File: src/rtl/pic_pkg.sv
package pic_pkg;

   typedef enum logic [1:0] {
      CFG_NONE,
      CFG_BASE,
      CFG_CASC,
      CFG_DONE
   } cfg_st_e;

   typedef struct packed {
      logic level;
      logic auto_eoi;
      logic casc;
      logic master;
   } pic_mode_t;

   // address-0 command bit positions
   localparam int CMD_INIT_BIT  = 4;
   localparam int INIT_LVL_BIT  = 0;
   localparam int INIT_AEOI_BIT = 1;
   localparam int INIT_CASC_BIT = 2;
   localparam int INIT_MSTR_BIT = 3;
   localparam int OP_EOI_BIT    = 5;
   localparam int OP_RSEL_BIT   = 3;
   localparam int OP_RISR_BIT   = 0;

endpackage

File: src/rtl/pic_first_set.sv
module pic_first_set #(
   parameter int W  = 8,
   parameter int IW = 3
) (
   input  logic [W-1:0]  vec,
   output logic          found,
   output logic [IW-1:0] idx
);
   always_comb begin
      found = 1'b0;
      idx   = '0;
      for (int i = W - 1; i >= 0; i--) begin
         if (vec[i]) begin
            found = 1'b1;
            idx   = IW'(i);
         end
      end
   end
endmodule

File: src/rtl/pic_req_bank.sv
module pic_req_bank #(
   parameter int N_REQ = 8
) (
   input  logic             clk,
   input  logic             rst_n,
   input  logic             enable,
   input  logic             level,
   input  logic             clear_all,
   input  logic [N_REQ-1:0] ir,
   input  logic [N_REQ-1:0] ack_clr,
   output logic [N_REQ-1:0] irr
);
   for (genvar g = 0; g < N_REQ; g++) begin : g_line
      logic prev_q;
      logic req_q;

      always_ff @(posedge clk) begin
         if (!rst_n) begin
            prev_q <= 1'b0;
            req_q  <= 1'b0;
         end else begin
            prev_q <= ir[g];
            if (clear_all || !enable)
               req_q <= 1'b0;
            else if (level)
               req_q <= ir[g] & ~ack_clr[g];
            else
               req_q <= (req_q | (ir[g] & ~prev_q)) & ir[g] & ~ack_clr[g];
         end
      end

      assign irr[g] = req_q;
   end
endmodule

File: src/rtl/pic_host_regs.sv
module pic_host_regs
   import pic_pkg::*;
#(
   parameter int N_REQ      = 8,
   parameter int DATA_W     = 8,
   parameter int IDX_W      = 3,
   parameter bit CASCADE_EN = 1'b1
) (
   input  logic                    clk,
   input  logic                    rst_n,
   input  logic                    addr,
   input  logic                    wr,
   input  logic                    rd,
   input  logic [DATA_W-1:0]       wdata,
   input  logic [N_REQ-1:0]        irr,
   input  logic [N_REQ-1:0]        isr,
   output pic_mode_t               mode,
   output logic [DATA_W-IDX_W-1:0] base_hi,
   output logic [N_REQ-1:0]        slave_map,
   output logic [IDX_W-1:0]        slave_id,
   output logic [N_REQ-1:0]        mask,
   output logic                    cfg_done,
   output logic                    init_pulse,
   output logic                    eoi_pulse,
   output logic [DATA_W-1:0]       rdata
);
   cfg_st_e st_q;
   logic    rsel_isr_q;

   assign cfg_done   = (st_q == CFG_DONE);
   assign init_pulse = wr & ~addr & wdata[CMD_INIT_BIT];
   assign eoi_pulse  = wr & ~addr & ~wdata[CMD_INIT_BIT] & wdata[OP_EOI_BIT] & cfg_done;

   always_ff @(posedge clk) begin
      if (!rst_n) begin
         st_q       <= CFG_NONE;
         mode       <= '0;
         base_hi    <= '0;
         slave_map  <= '0;
         slave_id   <= '0;
         mask       <= '1;
         rsel_isr_q <= 1'b0;
         rdata      <= '0;
      end else begin
         if (rd)
            rdata <= addr ? DATA_W'(mask) : (rsel_isr_q ? DATA_W'(isr) : DATA_W'(irr));
         if (wr) begin
            if (!addr && wdata[CMD_INIT_BIT]) begin
               mode.level    <= wdata[INIT_LVL_BIT];
               mode.auto_eoi <= wdata[INIT_AEOI_BIT];
               mode.casc     <= wdata[INIT_CASC_BIT] & CASCADE_EN;
               mode.master   <= wdata[INIT_MSTR_BIT];
               rsel_isr_q    <= 1'b0;
               st_q          <= CFG_BASE;
            end else if (!addr) begin
               if (wdata[OP_RSEL_BIT])
                  rsel_isr_q <= wdata[OP_RISR_BIT];
            end else begin
               case (st_q)
                  CFG_BASE: begin
                     base_hi <= wdata[DATA_W-1:IDX_W];
                     st_q    <= mode.casc ? CFG_CASC : CFG_DONE;
                  end
                  CFG_CASC: begin
                     slave_map <= wdata[N_REQ-1:0];
                     slave_id  <= wdata[IDX_W-1:0];
                     st_q      <= CFG_DONE;
                  end
                  CFG_DONE: mask <= wdata[N_REQ-1:0];
                  default:  ;
               endcase
            end
         end
      end
   end
endmodule

File: src/rtl/pic_service.sv
module pic_service #(
   parameter int N_REQ  = 8,
   parameter int DATA_W = 8,
   parameter int IDX_W  = 3
) (
   input  logic                    clk,
   input  logic                    rst_n,
   input  logic [N_REQ-1:0]        irr,
   input  logic [N_REQ-1:0]        mask,
   input  logic                    cfg_done,
   input  logic                    init_pulse,
   input  logic                    eoi_pulse,
   input  logic                    auto_eoi,
   input  logic                    casc_master,
   input  logic                    casc_slave,
   input  logic [N_REQ-1:0]        slave_map,
   input  logic [IDX_W-1:0]        slave_id,
   input  logic [DATA_W-IDX_W-1:0] base_hi,
   input  logic                    ack,
   input  logic [IDX_W-1:0]        casc_sel_in,
   output logic [N_REQ-1:0]        isr,
   output logic                    int_req,
   output logic [N_REQ-1:0]        ack_clr,
   output logic [DATA_W-1:0]       vec,
   output logic                    vec_en,
   output logic [IDX_W-1:0]        casc_sel_out,
   output logic                    casc_act
);
   localparam logic [N_REQ-1:0] ONE = N_REQ'(1);

   logic [N_REQ-1:0] pend;
   logic             p_found, s_found;
   logic [IDX_W-1:0] p_idx, s_idx;
   logic             win, ack_take, slave_line;
   logic [N_REQ-1:0] eoi_clr, ack_set;

   assign pend = irr & ~mask;

   pic_first_set #(.W(N_REQ), .IW(IDX_W)) u_pend_pick (
      .vec(pend), .found(p_found), .idx(p_idx));

   pic_first_set #(.W(N_REQ), .IW(IDX_W)) u_isr_pick (
      .vec(isr), .found(s_found), .idx(s_idx));

   assign win        = cfg_done & p_found & (~s_found | (p_idx < s_idx));
   assign ack_take   = ack & cfg_done & (~casc_slave | (casc_sel_in == slave_id));
   assign slave_line = casc_master & slave_map[p_idx];
   assign eoi_clr    = (eoi_pulse & s_found) ? (ONE << s_idx) : '0;
   assign ack_set    = (ack_take & win & ~auto_eoi) ? (ONE << p_idx) : '0;
   assign ack_clr    = (ack_take & win) ? (ONE << p_idx) : '0;

   assign int_req      = win;
   assign casc_act     = win & slave_line;
   assign casc_sel_out = win ? p_idx : '0;

   always_ff @(posedge clk) begin
      if (!rst_n) begin
         isr    <= '0;
         vec    <= '0;
         vec_en <= 1'b0;
      end else begin
         isr    <= init_pulse ? '0 : ((isr & ~eoi_clr) | ack_set);
         vec_en <= ack_take & ~(win & slave_line);
         if (ack_take)
            vec <= {base_hi, (win ? p_idx : {IDX_W{1'b1}})};
      end
   end
endmodule

File: src/rtl/prio_irq_ctrl.sv
module prio_irq_ctrl
   import pic_pkg::*;
#(
   parameter int N_REQ      = 8,
   parameter int DATA_W     = 8,
   parameter bit CASCADE_EN = 1'b1,
   localparam int IDX_W     = $clog2(N_REQ)
) (
   input  logic              clk,
   input  logic              rst_n,
   input  logic [N_REQ-1:0]  ir_i,
   output logic              int_o,
   input  logic              ack_i,
   output logic [DATA_W-1:0] vec_o,
   output logic              vec_en_o,
   input  logic              host_addr_i,
   input  logic              host_wr_i,
   input  logic              host_rd_i,
   input  logic [DATA_W-1:0] host_wdata_i,
   output logic [DATA_W-1:0] host_rdata_o,
   input  logic [IDX_W-1:0]  casc_sel_i,
   output logic [IDX_W-1:0]  casc_sel_o,
   output logic              casc_act_o
);
   if (N_REQ != (1 << IDX_W)) begin : g_bad_count
      $error("N_REQ must be a power of two");
   end
   if (N_REQ > DATA_W || DATA_W <= IDX_W) begin : g_bad_width
      $error("DATA_W must hold N_REQ bits and exceed the index width");
   end

   pic_mode_t               mode_q;
   logic [DATA_W-IDX_W-1:0] base_w;
   logic [N_REQ-1:0]        smap_w, mask_q, irr_q, isr_q, ackclr_w;
   logic [IDX_W-1:0]        sid_w, sel_w;
   logic                    cfg_done_w, init_w, eoi_w, act_w, auto_eoi_w;

   assign auto_eoi_w = mode_q.auto_eoi;

   pic_host_regs #(.N_REQ(N_REQ), .DATA_W(DATA_W), .IDX_W(IDX_W),
                   .CASCADE_EN(CASCADE_EN)) u_regs (
      .clk(clk), .rst_n(rst_n), .addr(host_addr_i), .wr(host_wr_i),
      .rd(host_rd_i), .wdata(host_wdata_i), .irr(irr_q), .isr(isr_q),
      .mode(mode_q), .base_hi(base_w), .slave_map(smap_w), .slave_id(sid_w),
      .mask(mask_q), .cfg_done(cfg_done_w), .init_pulse(init_w),
      .eoi_pulse(eoi_w), .rdata(host_rdata_o));

   pic_req_bank #(.N_REQ(N_REQ)) u_req (
      .clk(clk), .rst_n(rst_n), .enable(cfg_done_w), .level(mode_q.level),
      .clear_all(init_w), .ir(ir_i), .ack_clr(ackclr_w), .irr(irr_q));

   pic_service #(.N_REQ(N_REQ), .DATA_W(DATA_W), .IDX_W(IDX_W)) u_svc (
      .clk(clk), .rst_n(rst_n), .irr(irr_q), .mask(mask_q),
      .cfg_done(cfg_done_w), .init_pulse(init_w), .eoi_pulse(eoi_w),
      .auto_eoi(auto_eoi_w), .casc_master(mode_q.casc & mode_q.master),
      .casc_slave(mode_q.casc & ~mode_q.master), .slave_map(smap_w),
      .slave_id(sid_w), .base_hi(base_w), .ack(ack_i),
      .casc_sel_in(casc_sel_i), .isr(isr_q), .int_req(int_o),
      .ack_clr(ackclr_w), .vec(vec_o), .vec_en(vec_en_o),
      .casc_sel_out(sel_w), .casc_act(act_w));

   if (CASCADE_EN) begin : g_casc
      assign casc_sel_o = sel_w;
      assign casc_act_o = act_w;
   end else begin : g_nocasc
      assign casc_sel_o = '0;
      assign casc_act_o = 1'b0;
   end
endmodule

File: config.mk
export PLATFORM = sky130hd
export DESIGN_NAME = prio_irq_ctrl
export DESIGN_NICKNAME = d
export VERILOG_FILES = /design/src/rtl/pic_pkg.sv /design/src/rtl/pic_first_set.sv /design/src/rtl/pic_req_bank.sv /design/src/rtl/pic_host_regs.sv /design/src/rtl/pic_service.sv /design/src/rtl/prio_irq_ctrl.sv
export SDC_FILE = /design/constraint.sdc
export NUM_CORES = 1
export LEC_CHECK = 0
export BUFFER_PORTS_ARGS = -buffer_cell sky130_fd_sc_hd__buf_2
export CORE_MARGIN = 1
export CORE_UTILIZATION = 35
export CTS_CLUSTER_DIAMETER = 40
export CTS_CLUSTER_SIZE = 20
export DETAILED_ROUTE_END_ITERATION = 6
export PLACE_DENSITY = 0.61
export SYNTH_ARGS = -nofsm -noshare
export SYNTH_HDL_FRONTEND = slang
export SYNTH_SLANG_ARGS = --single-unit
File: constraint.sdc
create_clock -name clk -period 7.1 [get_ports clk]
set_clock_uncertainty 0.2 [all_clocks]
set_input_delay 0.71 -clock clk [delete_from_list [all_inputs] [get_ports clk]]
set_output_delay 0.71 -clock clk [all_outputs]
set_load 0.05 [all_outputs]
==> results.toml <==
[setup_path]
rrSetupSlack_ns = 4.59
end_kind = "output port"
reg2reg_to = "u_req.g_line[2].req_q"
path_class = "reg -> out"
worstPathArrival_ns = 2.80
startpoint = "u_req.g_line[4].req_q"
startpoint_type = "flip-flop"
critical_path.slowest_cell = "o311ai_2"
required_ns = 6.19
cpPeakStageDelay_ns = 0.57
crit_chain = "nor2b_1, a211oi_2, o311ai_2, maj3_4, o21a_4, and4_1, buf_2"
r2r_start = "u_req.g_line[4].req_q"
crit_end = "casc_act_o"
crit_fanout = 11
ff2ff_path_depth = 6

[placed_design]
gp_congestion = 0.847
placedCellCount = 553
port_buffers = 46
dp_slack_ns = 3.78
hpwl_um = 6920

[clock_tree]
post_cts_buffers = 0
cts_hold_buffers = 0
clk_pin_slew_ns = 0.07
cts_tree = "done"
cts_buffers = 9
cts.repair.resized = 0
insertion_delay_ns = 0.35
cts.htree.levels = 3
cts_root_buffer = "clkbuf_8"
cts_buffer_depth = 2
cts.sinks = 69

[sta]
finalSetupViolCount = 0
min_period_ns = 3.71
slew_headroom_pct = 44.6
rsz0062_at_grt = "false"
worst_pin_slew_ns = 0.832
hold_viol_final = 0
final-max-slew-violation-count = 0
setup_tns_ns = 0
fmax_mhz = 269
hold_ws_ns = 0.300
layout_setup_ws_ns = 3.39
timing.final.crit_share_pct = 52.3

[global_route]
overflow = 0
grtUsageTotal_pct = 19.4
grt_pass1_vias = 2871
grt_pass1_wl_um = 14900
antenna_found_initial = 0
grt_max_degree = 57

[die]
row_count = 35
fp.dieW_um = 101
io_pins = 47
start_util_pct = 36.4
die-area_um2 = 10100
core_area_um2 = 9330
die_h_um = 101

[power]
p_leak_nw = 1.64
ir_drop_mv = 0.100
power_density_nw_per_um2 = 198

[cells_and_area]
fin_cells = 569
fillers = 957
final_cell_mix = "dfxtp_1, buf_2, nand2_1"
drive_above_1_share_pct = 16.4
multi_input_area_um2 = 1890
insertedDiodeCount = 0
layout_commonest_cell = "dfxtp_1"
area_growth_pct = 15.3
seq_area_um2 = 1380
nets = 464

[flow_run]
maxCapViolCount = 0

[logic_synthesis]
ys_ff_latch = 69
synth.area.top_cells = "dfxtp_1, mux2i_1, nor2b_1, nand2_1, nand3_1"
synth_top_cell_by_area = "dfxtp_1"
ys_warn_count = 0
syn_nets = 423
seq_area_frac_synth_pct = 40.6
yosysTopAreaCellShare_pct = 40.6
netlist_area_um2 = 3400
async_reset_ff_share_pct = 0
synth_cells = 394
synthFlopType = "dfxtp_1"
avgSynthCellArea_um2 = 8.63
ys_types = 53
synth-edff-count = 0

[status]
status = "finished, final reports clean"

[worst_hold_path]
min_from = "u_regs.mask[2]"
hold_class = "reg -> reg"

[routing]
num_vias = 2934
vias_per_cell = 5.16
drc = 0
drtIter0Drc = 163
route.antenna.remaining_nets = 0
wl_per_cell_um = 16.1
first_pass_iters = 5
totalWireLength_um = 9170
area by class of cell:
type | instances | area share (%)
well taps | 129 | 4.12
clock buffers | 12 | 3.70
flip-flops and latches | 69 | 35.2
clock inverters | 4 | 1.21
multi-input cells | 292 | 48.1
inverters | 16 | 1.53
repair buffers | 47 | 6.06
synth_stat cells (2+ instances only):
| master | number |
|---|---|
| o221ai_1 | 2 |
| ha_1 | 4 |
| a21oi_1 | 10 |
| and2_1 | 15 |
| or2_2 | 2 |
| a21boi_0 | 3 |
| dfxtp_1 | 69 |
| nand2b_1 | 9 |
| and3_1 | 2 |
| clkbuf_1 | 13 |
| nor2b_1 | 38 |
| mux2i_1 | 34 |
| inv_1 | 16 |
| nor2_1 | 24 |
| xnor2_1 | 3 |
| o21ai_1 | 3 |
| nand3b_1 | 2 |
| or4_1 | 2 |
| o31ai_2 | 2 |
| o21ai_0 | 19 |
| o22ai_1 | 2 |
| o311a_1 | 2 |
| o311ai_0 | 2 |
| buf_1 | 3 |
| a211oi_1 | 2 |
| nand3_1 | 24 |
| a31oi_1 | 9 |
| nand2_1 | 45 |
| o211ai_1 | 6 |
| o31ai_1 | 2 |
| o21a_1 | 3 |
worst max-delay path, delay by kind of cell (launching register included):
| kind | cells | cell delay [ns] |
|---|---|---|
| fa+ha+maj | 1 | 0.39 |
| simple gates | 2 | 0.53 |
| buf+inv | 1 | 0.26 |
| compound gates | 3 | 0.89 |
| flops | 1 | 0.38 |
layer usage:
layer / track usage, % / vias to the layer above / routed length (um)
li1: - / 1452 / -
met1: 25.0 / 1393 / 4310
met2: 32.1 / 74 / 4300
met3: 3.95 / 15 / 404
met4: 7.13 / 0 / 154
met5: 0 / - / 0
registers in the layout (all words and copies together), names as in the netlist:
| signal | flops |
|---|---|
| u_regs.base_hi | 5 |
| u_svc.vec | 8 |
| u_req.g_line.req_q | 8 |
| u_svc.vec_en | 1 |
| u_regs.slave_id | 2 |
| u_regs.rdata | 8 |
| u_svc.isr | 8 |
| u_regs.mask | 8 |
| u_regs.rsel_isr_q | 1 |
| u_regs.st_q | 2 |
| u_regs.mode | 4 |
| u_regs.slave_map | 6 |
| u_req.g_line.prev_q | 8 |
power breakdown:
| part | switching (W) | internal (W) |
|---|---|---|
| clock network | 0.000148 | 0.000171 |
| registers | 0.00000525 | 0.000395 |
| logic | 0.0000350 | 0.0000207 |
metrics by stage:
| step | total power [W] | instance area (um2) | util [%] |
|---|---|---|---|
| finish | 0.000775 | 3920 | 42.0 |
| detailed placement | 0.000465 | 3730 | 40.0 |
| floorplan | 0.000445 | 3400 | - |
| CTS | 0.000787 | 3920 | 42.0 |
| global placement | 0.000465 | 3730 | 40.0 |
| global route | 0.000810 | 3920 | 42.0 |
kinds of logic (layout without fill, tap and decap cells):
| family | count (synthesis) | after routing | synth area share (%) |
|---|---|---|---|
| AOI/OAI and AO/OA | 80 | 80 | 17.1 |
| xor gates and xnor gates | 3 | 3 | 0.773 |
| adders and majority gates | 5 | 5 | 1.88 |
| buffers and inverters | 33 | 79 | 3.86 |
| DFF | 69 | 69 | 40.6 |
| muxes | 34 | 34 | 10.0 |
| and+or+nand+nor | 170 | 170 | 25.8 |
worst min path at each step:
stage / endpoint / slack (ns) / cells past startpoint
after floorplan: u_regs.mask[1] / 0.25 / 2
after global placement: u_regs.mask[6] / 0.28 / 2
after detailed placement: u_regs.mask[2] / 0.29 / 2
after CTS: u_regs.mask[2] / 0.30 / 2
after global routing: u_regs.mask[1] / 0.32 / 2
final: u_regs.mask[2] / 0.30 / 2
Power figures use the tool's default switching activity.
